===== config.mk =====
export PLATFORM = sky130hd
export DESIGN_NAME = i2s_tx_serializer
export DESIGN_NICKNAME = d
export VERILOG_FILES = /design/src/rtl/i2s_tx_pkg.sv /design/src/rtl/i2s_tx_clkdiv.sv /design/src/rtl/i2s_tx_shifter.sv /design/src/rtl/i2s_tx_serializer.sv
export SDC_FILE = /design/constraint.sdc
export NUM_CORES = 1
export LEC_CHECK = 0
export ABC_AREA = 1
export BUFFER_PORTS_ARGS = -buffer_cell sky130_fd_sc_hd__buf_2
export CAP_MARGIN = 20
export CORE_UTILIZATION = 54
export DETAILED_ROUTE_END_ITERATION = 8
export PLACE_DENSITY = 0.74
export SETUP_SLACK_MARGIN = 0.02
export SLEW_MARGIN = 30
export SYNTH_ARGS = -nofsm -noshare
export SYNTH_HDL_FRONTEND = slang
export SYNTH_SLANG_ARGS = --single-unit

===== constraint.sdc =====
create_clock -name clk -period 4.33 [get_ports clk]
set_input_delay 0.6495 -clock clk [delete_from_list [all_inputs] [get_ports clk]]
set_output_delay 0.6495 -clock clk [all_outputs]
set_load 0.02 [all_outputs]

===== src/rtl/i2s_tx_pkg.sv =====
package i2s_tx_pkg;
    typedef enum logic [1:0] {
        ST_IDLE   = 2'd0,
        ST_PRIME  = 2'd1,
        ST_STREAM = 2'd2
    } tx_state_e;
endpackage


===== src/rtl/i2s_tx_clkdiv.sv =====
module i2s_tx_clkdiv #(
    parameter int RATIO_W = 8
) (
    input  logic               clk,
    input  logic               rst_n,
    input  logic               run,
    input  logic [RATIO_W-1:0] ratio,
    output logic               sclk,
    output logic               fall_tick
);
    localparam int HALF_W = RATIO_W + 1;

    logic [HALF_W-1:0] cnt_q;
    logic [HALF_W-1:0] last_cnt;
    logic              at_last;

    // half period is ratio+2 cycles: count 0 .. ratio+1
    assign last_cnt  = HALF_W'(ratio) + HALF_W'(1);
    assign at_last   = (cnt_q == last_cnt);
    assign fall_tick = run && at_last && sclk;

    always_ff @(posedge clk) begin
        if (!rst_n || !run) begin
            cnt_q <= '0;
            sclk  <= 1'b0;
        end else if (at_last) begin
            cnt_q <= '0;
            sclk  <= ~sclk;
        end else begin
            cnt_q <= cnt_q + HALF_W'(1);
        end
    end
endmodule


===== src/rtl/i2s_tx_shifter.sv =====
module i2s_tx_shifter #(
    parameter int WORD_W  = 32,
    parameter int WIDTH_W = 6
) (
    input  logic               clk,
    input  logic               rst_n,
    input  logic               load,
    input  logic               step,
    input  logic [WORD_W-1:0]  load_word,
    input  logic [WIDTH_W-1:0] width,
    output logic               sd,
    output logic               slot_end,
    output logic               pre_end
);
    logic [WORD_W-1:0]  sh_q;
    logic [WIDTH_W-1:0] bit_q;

    assign sd       = sh_q[WORD_W-1];
    assign slot_end = (bit_q == width - WIDTH_W'(1));
    assign pre_end  = (bit_q == width - WIDTH_W'(2));

    always_ff @(posedge clk) begin
        if (!rst_n) begin
            sh_q  <= '0;
            bit_q <= '0;
        end else if (load) begin
            // left-align the low 'width' bits so the MSB leaves first
            sh_q  <= load_word << (WORD_W - int'(width));
            bit_q <= '0;
        end else if (step) begin
            sh_q  <= sh_q << 1;
            bit_q <= bit_q + WIDTH_W'(1);
        end
    end
endmodule


===== src/rtl/i2s_tx_serializer.sv =====
module i2s_tx_serializer
    import i2s_tx_pkg::*;
#(
    parameter int WORD_W  = 32,
    parameter int RATIO_W = 8,
    parameter int RES_W   = 6
) (
    input  logic               clk,
    input  logic               rst_n,
    input  logic               tx_en,
    input  logic [RATIO_W-1:0] ratio,
    input  logic [RES_W-1:0]   res,
    input  logic [WORD_W-1:0]  fifo_rdata,
    input  logic               fifo_empty,
    output logic               fifo_pop,
    output logic               sclk,
    output logic               ws,
    output logic               sd,
    output logic               underrun
);
    localparam int WIDTH_W = $clog2(WORD_W + 1);

    tx_state_e          state_q, state_d;
    logic [RATIO_W-1:0] ratio_q;
    logic [WIDTH_W-1:0] width_q;
    logic [WIDTH_W-1:0] width_in;
    logic               chan_q;
    logic               ws_q;
    logic               fall_tick, slot_end, pre_end;
    logic               start, frame_end, slot_load, load_data;
    logic [WORD_W-1:0]  next_word;

    assign width_in = (int'(res) >= 2 && int'(res) <= WORD_W) ? WIDTH_W'(res)
                                                              : WIDTH_W'(WORD_W);

    assign start     = (state_q == ST_IDLE) && tx_en;
    assign frame_end = fall_tick && slot_end && chan_q;
    assign slot_load = start || (fall_tick && slot_end);
    assign load_data = fall_tick && slot_end && (state_d == ST_STREAM);
    assign fifo_pop  = load_data && !fifo_empty;
    assign underrun  = load_data && fifo_empty;
    assign next_word = fifo_pop ? fifo_rdata : '0;
    assign ws        = ws_q;

    // next-state logic
    always_comb begin
        state_d = state_q;
        unique case (state_q)
            ST_IDLE:   if (tx_en) state_d = ST_PRIME;
            ST_PRIME:  if (frame_end) state_d = tx_en ? ST_STREAM : ST_IDLE;
            ST_STREAM: if (frame_end && !tx_en) state_d = ST_IDLE;
            default:   state_d = ST_IDLE;
        endcase
    end

    // state register
    always_ff @(posedge clk) begin
        if (!rst_n) state_q <= ST_IDLE;
        else        state_q <= state_d;
    end

    // outputs: channel tracking, frame select and captured configuration
    always_ff @(posedge clk) begin
        if (!rst_n) begin
            chan_q  <= 1'b0;
            ws_q    <= 1'b0;
            ratio_q <= '0;
            width_q <= WIDTH_W'(WORD_W);
        end else if (start) begin
            chan_q  <= 1'b0;
            ws_q    <= 1'b0;
            ratio_q <= ratio;
            width_q <= width_in;
        end else if (fall_tick) begin
            if (slot_end)     chan_q <= ~chan_q;
            else if (pre_end) ws_q   <= ~chan_q;
        end
    end

    i2s_tx_clkdiv #(.RATIO_W(RATIO_W)) u_clkdiv (
        .clk       (clk),
        .rst_n     (rst_n),
        .run       (state_q != ST_IDLE),
        .ratio     (ratio_q),
        .sclk      (sclk),
        .fall_tick (fall_tick)
    );

    i2s_tx_shifter #(.WORD_W(WORD_W), .WIDTH_W(WIDTH_W)) u_shifter (
        .clk       (clk),
        .rst_n     (rst_n),
        .load      (slot_load),
        .step      (fall_tick && !slot_end),
        .load_word (next_word),
        .width     (width_q),
        .sd        (sd),
        .slot_end  (slot_end),
        .pre_end   (pre_end)
    );
endmodule


==> flow_metrics.env <==
export IMPL_fillers=1014
export IMPL_ys_seq_area_share_pct=24.20
export IMPL_ys_seq_elements=66
export IMPL_finalCritPeriodShare_pct=89.16
export IMPL_max_stage_delay_ns=0.50
export IMPL_dp_hpwl_microns=10240
export IMPL_grt_pass1_vias=5124
export IMPL_tns_ns=0
export IMPL_postCtsHoldBufs=0
export IMPL_p_per_area_nw_per_um2=315.0
export IMPL_die_area_sq_um=10520
export IMPL_setup_violations=0
export IMPL_worst_pin_slew_ns=0.9015
export IMPL_synth_cell_type_count=41
export IMPL_clock_sinks=66
export IMPL_yosysWarnings=0
export IMPL_gp_congestion=0.9104
export IMPL_power_switching_w=0.0006710
export IMPL_pwr_share_clk_pct=34.5
export IMPL_pre_cts_ws_ns=0.7109
export IMPL_core_sq_um=9774
export IMPL_relSlewSlack_pct=39.83
export IMPL_synth_nets=999
export IMPL_synth_edff_count=0
export IMPL_fin_skew_ns=0.009273
export IMPL_end_kind="primary output"
export IMPL_clock_path_buffers=2
export IMPL_die_y_microns=102.6
export IMPL_p_leak_nw=2.895
export IMPL_vias=5969
export IMPL_cts_resized=0
export IMPL_drcViolationCount=0
export IMPL_first_pass_iters=5
export IMPL_cts_root_buf="clkbuf_8"
export IMPL_io_pins=55
export IMPL_grt_use_total_pct=28.78
export IMPL_met3_length_microns=1028
export IMPL_antenna_found_initial=0
export IMPL_status="completed"
export IMPL_swShare_pct=35.60
export IMPL_hold_class="reg -> reg"
export IMPL_viasPerCell=5.421
export IMPL_crit_fanout=65
export IMPL_clock_latency_ns=0.36
export IMPL_nets=1020
export IMPL_ant_nets=0
export IMPL_clock_fmax_ghz=0.2590
export IMPL_m1WireLength_microns=6981
export IMPL_cp_cell_sequence="inv_1 > ha_1 > nand2_1 > nand2_1 > xor2_1 > nand2_1 > nand2_1 > nor2_1 > nand2_1 > nor2_2 > inv_1 > nor2_2 > nand3_2 > nor2_4 > buf_4 > buf_2"
export IMPL_post_drt_wl_per_cell_microns=13.01
export IMPL_synthesis_area_sq_um=5460
export IMPL_numPortBuffers=54
export IMPL_layout_drive_gt1_share_pct=11.67
export IMPL_setup_slack_ns=0.4694
export IMPL_crit_arrival_ns=3.21
export IMPL_drtIter0Drc=430
export IMPL_crit_type="reg -> out"
export IMPL_cts_setup_buffers=0
export IMPL_grt_max_degree=66
export IMPL_cap_violations=0
export IMPL_clk_pin_slew_ns=0.08
export IMPL_top_layer="met4"
export IMPL_numCtsBuffers=9
export IMPL_rsz0062_at_grt="false"
export IMPL_critPathSlowestCell="buf_4"
export IMPL_synth_main_ff_cell="dfxtp_1"
export IMPL_synth_cells=942
export IMPL_seq_power_share_pct=35.6
export IMPL_syn_to_final_growth_pct=9.601
export IMPL_ys_async_sr_fraction_pct=0
export IMPL_required_ns=3.68
export IMPL_die_x_microns=102.6
export IMPL_hold_viol=0
export IMPL_syn_mean_instance_area_sq_um=5.796
export IMPL_intPower_w=0.001214
export IMPL_routed_wl_microns=14330
export IMPL_dpl_cell_count=1085
export IMPL_fin_crit_ns=3.861
export IMPL_gr_total_overflow=0
export IMPL_finalMaxSlewViolations=0
export IMPL_grt_first_pass_wirelength_microns=23920
export IMPL_path_common_cell="nand2_1"
export IMPL_rows=36
export IMPL_pwr_share_comb_pct=29.8
export IMPL_start_util_pct=55.86
export IMPL_stdcell_count=1101
export IMPL_h_tree_depth=3
export IMPL_cp_start_kind="flip-flop"
export IMPL_vdd_drop_max_v=0.0001945
export IMPL_n_antenna_cell=0
export IMPL_met2_length_microns=6082
export IMPL_cts_tree="built"
export IMPL_finalPower_w=0.001885
## power by group through the flow
stage                     clock network (W)  logic, W  registers [W]
after CTS                          0.000656  0.000554       0.000671
final                              0.000651  0.000562       0.000672
after floorplan                           0  0.000418       0.000678
after detailed placement                  0  0.000551       0.000684
after global placement                    0  0.000551       0.000684
after global routing               0.000684  0.000640       0.000677
## registers in the layout, indices dropped and copies added (netlist names)
| register | flops |
|---|---|
| width_q | 6 |
| state_q | 2 |
| u_shifter.bit_q | 6 |
| chan_q | 1 |
| ratio_q | 8 |
| u_clkdiv.cnt_q | 9 |
| ws | 1 |
| u_shifter.sh_q | 32 |
| u_clkdiv.sclk | 1 |
## area by class of cell
| class | instances | area (sq um) | area share (%) |
|---|---|---|---|
| multi-input combinational | 730 | 3558 | 59.46 |
| sequential | 66 | 1321 | 22.08 |
| timing repair buffer | 66 | 360.3 | 6.021 |
| inverter | 90 | 337.8 | 5.645 |
| tap | 133 | 166.4 | 2.781 |
| clock buffer | 10 | 127.6 | 2.133 |
| clock inverter | 6 | 112.6 | 1.882 |
## Yosys cell counts, types with 2 or more instances
cell | instances | area (sq um)
xnor2_1 | 7 | 61.31
nand2_1 | 253 | 949.7
nor2_2 | 4 | 25.02
or2_2 | 3 | 18.77
and3_1 | 2 | 12.51
a21oi_1 | 63 | 315.3
inv_2 | 2 | 7.510
nand3b_1 | 2 | 15.01
ha_1 | 7 | 87.58
nand4_1 | 10 | 62.56
nand3_2 | 14 | 140.1
nor2_1 | 80 | 300.3
xor2_1 | 16 | 140.1
o21ai_0 | 48 | 240.2
dfxtp_1 | 66 | 1321
o21ai_1 | 3 | 15.01
clkbuf_1 | 33 | 123.9
buf_6 | 3 | 33.78
inv_1 | 87 | 326.6
nor2_4 | 3 | 33.78
buf_2 | 9 | 45.04
buf_1 | 6 | 22.52
a31oi_1 | 3 | 18.77
nand3_1 | 194 | 970.9
nor3b_1 | 2 | 15.01
buf_4 | 3 | 22.52
nor3_1 | 5 | 25.02
## critical path, delay by kind of cell (launching register included)
family	cells	cell delay [ns]
xor gates and xnor gates	1	0.14
adders and majority gates	1	0.23
buffers and inverters	4	1.00
DFF	1	0.45
and+or+nand+nor	10	1.00
## per-layer routing
metal  vias to the layer above  track usage [%]
met5                         -                0
met4                         0            10.00
met3                        23            4.271
met2                       199            43.28
met1                      2625            41.71
li1                       3122                -
## layout by cell type, fill, tap and decap left out, drive strengths merged, types with 2 or more instances in the layout
master,n
nand2,254
ha,7
nand4,10
clkinv,3
o21ai,51
nor3,5
bufinv,3
dfxtp,66
or2,4
a31oi,3
nand3,208
nor3b,2
and3,2
a21oi,63
clkbuf,10
xor2,16
buf,66
nand3b,2
xnor2,7
inv,90
nor2,87
## stage by stage
stage | utilization [%] | area (sq um) | hold WS (ns)
floorplan | - | 5460 | 0.4409
global placement | 58.77 | 5744 | 0.4610
detailed placement | 58.77 | 5744 | 0.4641
CTS | 61.23 | 5984 | 0.4752
global route | 61.23 | 5984 | 0.4966
finish | 61.23 | 5984 | 0.4758
## cell families after synthesis
group	synth area share [%]
and+or+nand+nor	47.55
DFF	24.20
AOI/OAI and AO/OA	11.87
xor gates and xnor gates	3.689
adders and majority gates	1.604
buffers and inverters	11.09
## worst paths after layout
path,from,end,slack [ns],cells after the start
worst max register to register,width_q[2],u_shifter.sh_q[21],0.61,25
worst min-delay path,u_shifter.sh_q[0],u_shifter.sh_q[0],0.48,2
worst max-delay path,width_q[2],fifo_pop,0.47,16
worst min register to register,u_shifter.sh_q[0],u_shifter.sh_q[0],0.48,2
Note: power is estimated with default switching activity, not from simulation.
